==> config.mk <==
export PLATFORM = sky130hd
export DESIGN_NAME = dual_sample_formatter
export DESIGN_NICKNAME = d
export VERILOG_FILES = /design/src/rtl/dsf_pkg.sv /design/src/rtl/dsf_delay_line.sv /design/src/rtl/dsf_encoder.sv /design/src/rtl/dsf_port_mux.sv /design/src/rtl/dual_sample_formatter.sv
export SDC_FILE = /design/constraint.sdc
export NUM_CORES = 1
export LEC_CHECK = 0
export ABC_AREA = 1
export CELL_PAD_IN_SITES_DETAIL_PLACEMENT = 1
export CELL_PAD_IN_SITES_GLOBAL_PLACEMENT = 2
export CORE_MARGIN = 2
export CORE_UTILIZATION = 40
export CTS_CLUSTER_SIZE = 10
export DETAILED_ROUTE_END_ITERATION = 6
export PLACE_DENSITY = 0.76
export SETUP_SLACK_MARGIN = 0.05
export SYNTH_ARGS = -nofsm -noshare
export SYNTH_HDL_FRONTEND = slang
export SYNTH_SLANG_ARGS = --single-unit
export TNS_END_PERCENT = 50
==> constraint.sdc <==
create_clock -name clk_i -period 1.3 [get_ports clk_i]
set_clock_uncertainty 0.15 [all_clocks]
set_input_delay 0.13 -clock clk_i [delete_from_list [all_inputs] [get_ports clk_i]]
set_output_delay 0.13 -clock clk_i [all_outputs]
set_load 0.01 [all_outputs]
==> src/rtl/dsf_pkg.sv <==
package dsf_pkg;

   // encoder implementation variants
   typedef enum int unsigned {
      ENC_MSB_FLIP = 0,
      ENC_ADD_HALF = 1
   } enc_impl_e;

   // number of converter channels handled by the block
   localparam int unsigned NUM_CHAN = 2;

   function automatic int unsigned chan_a_idx();
      return 0;
   endfunction

   function automatic int unsigned chan_b_idx();
      return 1;
   endfunction

endpackage

==> src/rtl/dsf_delay_line.sv <==
module dsf_delay_line #(
   parameter int unsigned WIDTH = 14,
   parameter int unsigned DEPTH = 7,
   parameter logic [WIDTH-1:0] INIT = '0
) (
   input  logic             clk_i,
   input  logic             rst_ni,
   input  logic [WIDTH-1:0] d_i,
   output logic [WIDTH-1:0] q_o
);

   if (WIDTH < 1) begin : g_bad_width
      $error("dsf_delay_line: WIDTH must be at least 1");
   end
   if (DEPTH < 1) begin : g_bad_depth
      $error("dsf_delay_line: DEPTH must be at least 1");
   end

   if (DEPTH == 1) begin : g_single
      logic [WIDTH-1:0] stage_q;

      always_ff @(posedge clk_i or negedge rst_ni) begin
         if (!rst_ni) begin
            stage_q <= INIT;
         end else begin
            stage_q <= d_i;
         end
      end

      assign q_o = stage_q;
   end else begin : g_chain
      logic [DEPTH-1:0][WIDTH-1:0] stage_q;

      always_ff @(posedge clk_i or negedge rst_ni) begin
         if (!rst_ni) begin
            stage_q <= {DEPTH{INIT}};
         end else begin
            stage_q <= {stage_q[DEPTH-2:0], d_i};
         end
      end

      assign q_o = stage_q[DEPTH-1];
   end

endmodule

==> src/rtl/dsf_encoder.sv <==
module dsf_encoder #(
   parameter int unsigned WIDTH = 14,
   parameter dsf_pkg::enc_impl_e IMPL = dsf_pkg::ENC_MSB_FLIP
) (
   input  logic             twos_i,
   input  logic [WIDTH-1:0] d_i,
   output logic [WIDTH-1:0] q_o
);

   localparam logic [WIDTH-1:0] HALF = {1'b1, {(WIDTH-1){1'b0}}};

   if (WIDTH < 2) begin : g_bad_width
      $error("dsf_encoder: WIDTH must be at least 2");
   end

   if (IMPL == dsf_pkg::ENC_MSB_FLIP) begin : g_flip
      assign q_o = {d_i[WIDTH-1] ^ twos_i, d_i[WIDTH-2:0]};
   end else begin : g_add
      // adding half scale modulo 2^WIDTH is the same as flipping the MSB
      logic [WIDTH-1:0] shifted;
      assign shifted = d_i + HALF;
      assign q_o     = twos_i ? shifted : d_i;
   end

endmodule

==> src/rtl/dsf_port_mux.sv <==
module dsf_port_mux #(
   parameter int unsigned WIDTH = 14
) (
   input  logic             route_i,
   input  logic [WIDTH-1:0] own_a_i,
   input  logic [WIDTH-1:0] own_b_i,
   input  logic             off_a_i,
   input  logic             off_b_i,
   output logic [WIDTH-1:0] out_a_o,
   output logic [WIDTH-1:0] out_b_o
);

   logic [WIDTH-1:0] pick_a;
   logic [WIDTH-1:0] pick_b;

   always_comb begin
      if (route_i) begin
         pick_a = own_a_i;
         pick_b = own_b_i;
      end else begin
         pick_a = own_b_i;
         pick_b = own_a_i;
      end
   end

   assign out_a_o = off_a_i ? '0 : pick_a;
   assign out_b_o = off_b_i ? '0 : pick_b;

endmodule

==> src/rtl/dual_sample_formatter.sv <==
module dual_sample_formatter #(
   parameter int unsigned SAMPLE_W = 14,
   parameter int unsigned LATENCY  = 7,
   parameter dsf_pkg::enc_impl_e ENC_IMPL = dsf_pkg::ENC_MSB_FLIP
) (
   input  logic                clk_i,
   input  logic                rst_ni,
   input  logic [SAMPLE_W-1:0] chan_a_i,
   input  logic [SAMPLE_W-1:0] chan_b_i,
   input  logic                twos_i,
   input  logic                route_i,
   input  logic                off_a_i,
   input  logic                off_b_i,
   output logic [SAMPLE_W-1:0] out_a_o,
   output logic [SAMPLE_W-1:0] out_b_o
);

   localparam int unsigned NCH = dsf_pkg::NUM_CHAN;
   localparam logic [SAMPLE_W-1:0] MID_CODE = {1'b1, {(SAMPLE_W-1){1'b0}}};

   if (SAMPLE_W < 2) begin : g_bad_width
      $error("dual_sample_formatter: SAMPLE_W must be at least 2");
   end
   if (LATENCY < 1) begin : g_bad_latency
      $error("dual_sample_formatter: LATENCY must be at least 1");
   end

   logic [SAMPLE_W-1:0] raw   [NCH];
   logic [SAMPLE_W-1:0] tail  [NCH];
   logic [SAMPLE_W-1:0] coded [NCH];
   logic [SAMPLE_W-1:0] tail_a;
   logic [SAMPLE_W-1:0] tail_b;

   assign raw[dsf_pkg::chan_a_idx()] = chan_a_i;
   assign raw[dsf_pkg::chan_b_idx()] = chan_b_i;

   for (genvar ch = 0; ch < NCH; ch++) begin : g_chan
      dsf_delay_line #(
         .WIDTH (SAMPLE_W),
         .DEPTH (LATENCY),
         .INIT  (MID_CODE)
      ) i_delay (
         .clk_i  (clk_i),
         .rst_ni (rst_ni),
         .d_i    (raw[ch]),
         .q_o    (tail[ch])
      );

      dsf_encoder #(
         .WIDTH (SAMPLE_W),
         .IMPL  (ENC_IMPL)
      ) i_enc (
         .twos_i (twos_i),
         .d_i    (tail[ch]),
         .q_o    (coded[ch])
      );
   end

   assign tail_a = tail[dsf_pkg::chan_a_idx()];
   assign tail_b = tail[dsf_pkg::chan_b_idx()];

   dsf_port_mux #(
      .WIDTH (SAMPLE_W)
   ) i_mux (
      .route_i (route_i),
      .own_a_i (coded[dsf_pkg::chan_a_idx()]),
      .own_b_i (coded[dsf_pkg::chan_b_idx()]),
      .off_a_i (off_a_i),
      .off_b_i (off_b_i),
      .out_a_o (out_a_o),
      .out_b_o (out_b_o)
   );

endmodule

==> metrics.sh <==
RUN_STATUS='complete, but fails checks'
VIOLATIONS_IN_THE_FINAL_REPORTS='setup timing'
CELLINTERNALPOWER_W=0.00991
CRITICAL_PATH_ARRIVAL_NS=1.42
CTS_TREE='done'
SYN-CELL-AREA_MM2=0.00537
DIE_W_UM=120
GRT_MAX_DEGREE=47
NUMBER_OF_GLOBAL_ROUTE_VIAS_BEFORE_REPAIR=2801
FLOORPLAN.DIE.HEIGHT_UM=120
SEQUENTIAL_AREA_MM2=0.00492
INSERTED_CLOCK_BUFFERS=17
CELL_BY_CELL_TRACE_OF_THE_CRITICAL_PATH='inv_2 > nand2_2 > nand2_2 > nor2_2 > nor2_1 > buf_2'
ANT_NETS=0
FINAL_CORE_UTIL_PCT=54.6
WORST_SETUP_HOLD_PATH_CLK_SLEW_NS=0.06
R2R-START='g_chan[0].i_delay.g_chain.stage_q[13]'
SEQ_POWER_SHARE_PCT=52.7
SYNTH_COMPOUND_AREA_SHARE_PCT=2.42
VIAS_PER_CELL=4.18
CRIT_PATH_DEPTH=6
DEPTH_OF_THE_WORST_REGISTER_TO_REGISTER_PATH=0
HP-START='chan_a_i[8]'
TIMING.CRITICAL_PATH.MODE_CELL='sky130_fd_sc_hd__nand2_2'
PATH_MAX_FANOUT=2
CRITICAL_PATH.STARTPOINT_TYPE='flip-flop'
CELLLEAKAGEPOWER_nW=3.27
MAX-CLOCK-PATH-BUFFERS=2
STD_CELL_ROWS=42
DIODES=0
CRIT_TYPE='flip-flop to output pin'
FINALPOWER_W=0.0124
CRITICAL_PATH.TOP_DELAY_FAMILY='flip-flops'
YS.WARNINGS.COUNT=0
MUX_CELL_AREA_SHARE_AFTER_SYNTHESIS_PCT=0
SYN2LAYOUT_AREA_GROWTH_PCT=34.0
FMAXACHIEVABLE_MHz=588
SYN-NUM-NETS=335
FINAL_HOLD_VIOL_COUNT=0
TRACK_USAGE_PCT=12.8
SYNTH-SIMPLE-AREA-SHARE_PCT=4.84
WORST_HOLD_PATH.ENDPOINT='g_chan[0].i_delay.g_chain.stage_q[8]'
CTS_ROOT_BUFFER='sky130_fd_sc_hd__clkbuf_16'
LAYOUT.FILLER_CELLS=1243
DRT-WIRELENGTH-PER-CELL_UM=13.1
ANTENNA_FOUND_INITIAL=0
TIMING.RR.END='g_chan[0].i_delay.g_chain.stage_q[27]'
I_O_PIN_COUNT=62
WORST_IR_DROP_VDD_V=0.000837
WHS_PATH_DEPTH=1
PLACER_CONGESTION=0.691
DRT_PRE_ANTENNA_ITERS=4
GLOBAL_ROUTE.OVERFLOW_TOTAL=0
SYNTH-XOR-AREA-SHARE_PCT=0
CRITICAL_PATH.N_BUFFERS_INVERTERS=2
DRT-TOTAL-WL_UM=7950
VIA_COUNT=2535
SYN-MEAN-INSTANCE-AREA_UM2=17.9
NETLIST-CELL-TYPE-COUNT=12
RSZ0062_AT_GRT='true'
INITIAL_UTILIZATION_PCT=40.7
POST_SYNTH_FA_HA_MAJ_AREA_FRACTION_PCT=0
SYNTH_SEQUENTIAL_AREA_RATIO_PCT=91.6
FINAL_NETS=451
DIE-AREA_MM2=0.0144
PORT_BUFFERS=61
SORT_OF_ELEMENT_AT_THE_END_OF_THE_CRITICAL_PATH='output pin'
REQUIRED_NS=1.02
PERIOD_SHARE_PCT=131
DRC=0
SETUP-VIOLATIONS-FINAL=28
HOLD_CLASS='input port to flip-flop'
DRIVE_GT1_SHARE_PCT=27.0
CTS_MAX_LEVEL=4
P_SW_W=0.00249
FINAL-MAX-SLEW-VIOLATION-COUNT=0
DPL.HPWL_UM=4940
CRITPATHSLOWESTCELL='sky130_fd_sc_hd__dfstp_2'
POWER-PER-CELL-AREA_mW_PER_MM2=1720
POWER.SHARE.COMBINATIONAL_PCT=4.8
MAX-CAP-VIOLATIONS=0
CTS.SINKS=196
SYNTH_TOP_FAMILY_BY_AREA='simple AND/OR/NAND/NOR gates'
FIN_WS_NS=-0.402
MULTI_INPUT_COMB_AREA_UM2=458
SW_FRAC_OF_TOTAL_PCT=20.1
CP_SLOWEST_STAGE_DELAY_NS=0.55
CLOCK_INSERTION_DELAY_WORST_SKEW_NS=0.42
MAX_TRANSITION_MARGIN_PCT=77.3
GLOBAL_ROUTE_WIRE_LENGTH_BEFORE_REPAIR_UM=13800
PERIOD_MINUS_SLACK_NS=1.70
RRSETUPSLACK_NS=0.57
DRT_ITER0_DRCS=117
P_CLK_SHARE_PCT=42.5
CORE_AREA_MM2=0.0132
POST_SYNTH_INST_COUNT=301
YS_FF_LATCH=196
WORST-SLEW-PIN-TRANSITION_NS=0.341
==> repair_timing <==
item                       CTS  global route
hold endpoints to repair   213             0
hold buffers                28             0
cloned                       0             0
resized for setup          129            33
setup endpoints to repair   28            28
pin swaps                   15            22
setup buffers                0             1
==> cells by family after synthesis <==
family	after synthesis
buffers and inverters	13
AND/OR/NAND/NOR	66
flip-flops	196
AO/OA/AOI/OAI	26
==> layout by cell type, fill, tap and decap left out <==
| cell type | netlist | routed |
|---|---|---|
| sky130_fd_sc_hd__clkbuf_16 | 0 | 17 |
| sky130_fd_sc_hd__inv_2 | 1 | 4 |
| sky130_fd_sc_hd__inv_1 | 5 | 2 |
| sky130_fd_sc_hd__dlygate4sd3_1 | 0 | 28 |
| sky130_fd_sc_hd__clkinvlp_4 | 0 | 2 |
| sky130_fd_sc_hd__o21ai_2 | 0 | 10 |
| sky130_fd_sc_hd__clkdlybuf4s50_1 | 0 | 31 |
| sky130_fd_sc_hd__nand2_2 | 0 | 6 |
| sky130_fd_sc_hd__o21ai_1 | 0 | 16 |
| sky130_fd_sc_hd__clkinv_4 | 0 | 5 |
| sky130_fd_sc_hd__bufinv_16 | 0 | 3 |
| sky130_fd_sc_hd__nand3_2 | 2 | 2 |
| sky130_fd_sc_hd__nor2_2 | 0 | 6 |
| sky130_fd_sc_hd__nor2_1 | 56 | 50 |
| sky130_fd_sc_hd__nand2_1 | 8 | 2 |
| sky130_fd_sc_hd__buf_12 | 0 | 7 |
| sky130_fd_sc_hd__dfstp_2 | 14 | 14 |
| sky130_fd_sc_hd__buf_4 | 0 | 8 |
| sky130_fd_sc_hd__clkbuf_1 | 0 | 2 |
| sky130_fd_sc_hd__dfrtp_1 | 182 | 182 |
| sky130_fd_sc_hd__clkbuf_8 | 0 | 4 |
| sky130_fd_sc_hd__clkbuf_2 | 2 | 2 |
| sky130_fd_sc_hd__buf_2 | 2 | 26 |
| sky130_fd_sc_hd__dlygate4sd2_1 | 0 | 1 |
==> how the worst max path moves through the flow <==
stage                                    from     endpoint  slack, ns
floorplan           g_chan[0].i_delay.q_o[13]  out_b_o[13]       0.18
global placement                      route_i  out_a_o[13]      -0.64
finish              g_chan[0].i_delay.q_o[13]  out_a_o[13]      -0.40
global route        g_chan[1].i_delay.q_o[13]  out_b_o[13]      -0.45
CTS                 g_chan[0].i_delay.q_o[13]  out_a_o[13]      -0.41
detailed placement                    route_i  out_a_o[13]      -0.68
==> per-layer routing <==
metal / part of all wire (%) / global-route usage, % / routed length (um) / vias up
met3: 4.9 / 4.80 / 393 / 12
met2: 51 / 20.4 / 4030 / 64
li1: - / - / - / 1170
met1: 42 / 15.3 / 3350 / 1289
met5: 0 / 0 / 0 / -
met4: 2.2 / 6.47 / 176 / 0
==> final cells by class <==
| type | count | share of cell area [%] |
|---|---|---|
| clock inverter | 10 | 2.07 |
| clock buffer | 22 | 6.59 |
| multi-input combinational | 92 | 6.36 |
| inverter | 6 | 0.313 |
| tap | 176 | 3.06 |
| sequential | 196 | 68.4 |
| timing repair buffer | 104 | 13.2 |
==> synth_stat cells <==
| library cell | n | area (um2) |
|---|---|---|
| sky130_fd_sc_hd__buf_2 | 2 | 10.0 |
| sky130_fd_sc_hd__nand3_2 | 2 | 20.0 |
| sky130_fd_sc_hd__dfrtp_1 | 182 | 4550 |
| sky130_fd_sc_hd__clkbuf_2 | 2 | 10.0 |
| sky130_fd_sc_hd__inv_1 | 5 | 18.8 |
| sky130_fd_sc_hd__nor2_1 | 56 | 210 |
| sky130_fd_sc_hd__nand2_1 | 8 | 30.0 |
| sky130_fd_sc_hd__o21ai_0 | 26 | 130 |
| sky130_fd_sc_hd__buf_1 | 2 | 7.51 |
| sky130_fd_sc_hd__inv_2 | 1 | 3.75 |
| sky130_fd_sc_hd__dfstp_2 | 14 | 368 |
| sky130_fd_sc_hd__buf_6 | 1 | 11.3 |
==> flip-flops by register name (all words and copies together) (netlist names) <==
signal and cells:
g_chan.i_delay.g_chain.stage_q 168, g_chan.i_delay.q_o 28
==> stage by stage <==
| step | hold slack, ns | setup slack, ns | instance area (um2) | setup TNS, ns | instances |
|---|---|---|---|---|---|
| floorplan | -0.316 | 0.176 | 5370 | 0 | 301 |
| global placement | -0.0795 | -0.636 | 6360 | -16.66 | 545 |
| detailed placement | -0.0722 | -0.681 | 6360 | -17.53 | 545 |
| CTS | 0.00661 | -0.408 | 7190 | -4.78 | 605 |
| global route | 0.0225 | -0.453 | 7200 | -5.27 | 606 |
| finish | 0.0232 | -0.402 | 7200 | -3.32 | 606 |
==> power groups by stage <==
stage / clock (W) / combinational (W) / sequential [W]
6_report: 0.00527 / 0.000590 / 0.00654
5_1_grt: 0.00570 / 0.000659 / 0.00657
2_1_floorplan: 0 / 0.000142 / 0.00659
3_3_place_gp: 0 / 0.000544 / 0.00661
4_1_cts: 0.00542 / 0.000596 / 0.00654
3_5_place_dp: 0 / 0.000566 / 0.00664
Note: power is estimated with default switching activity, not from simulation.
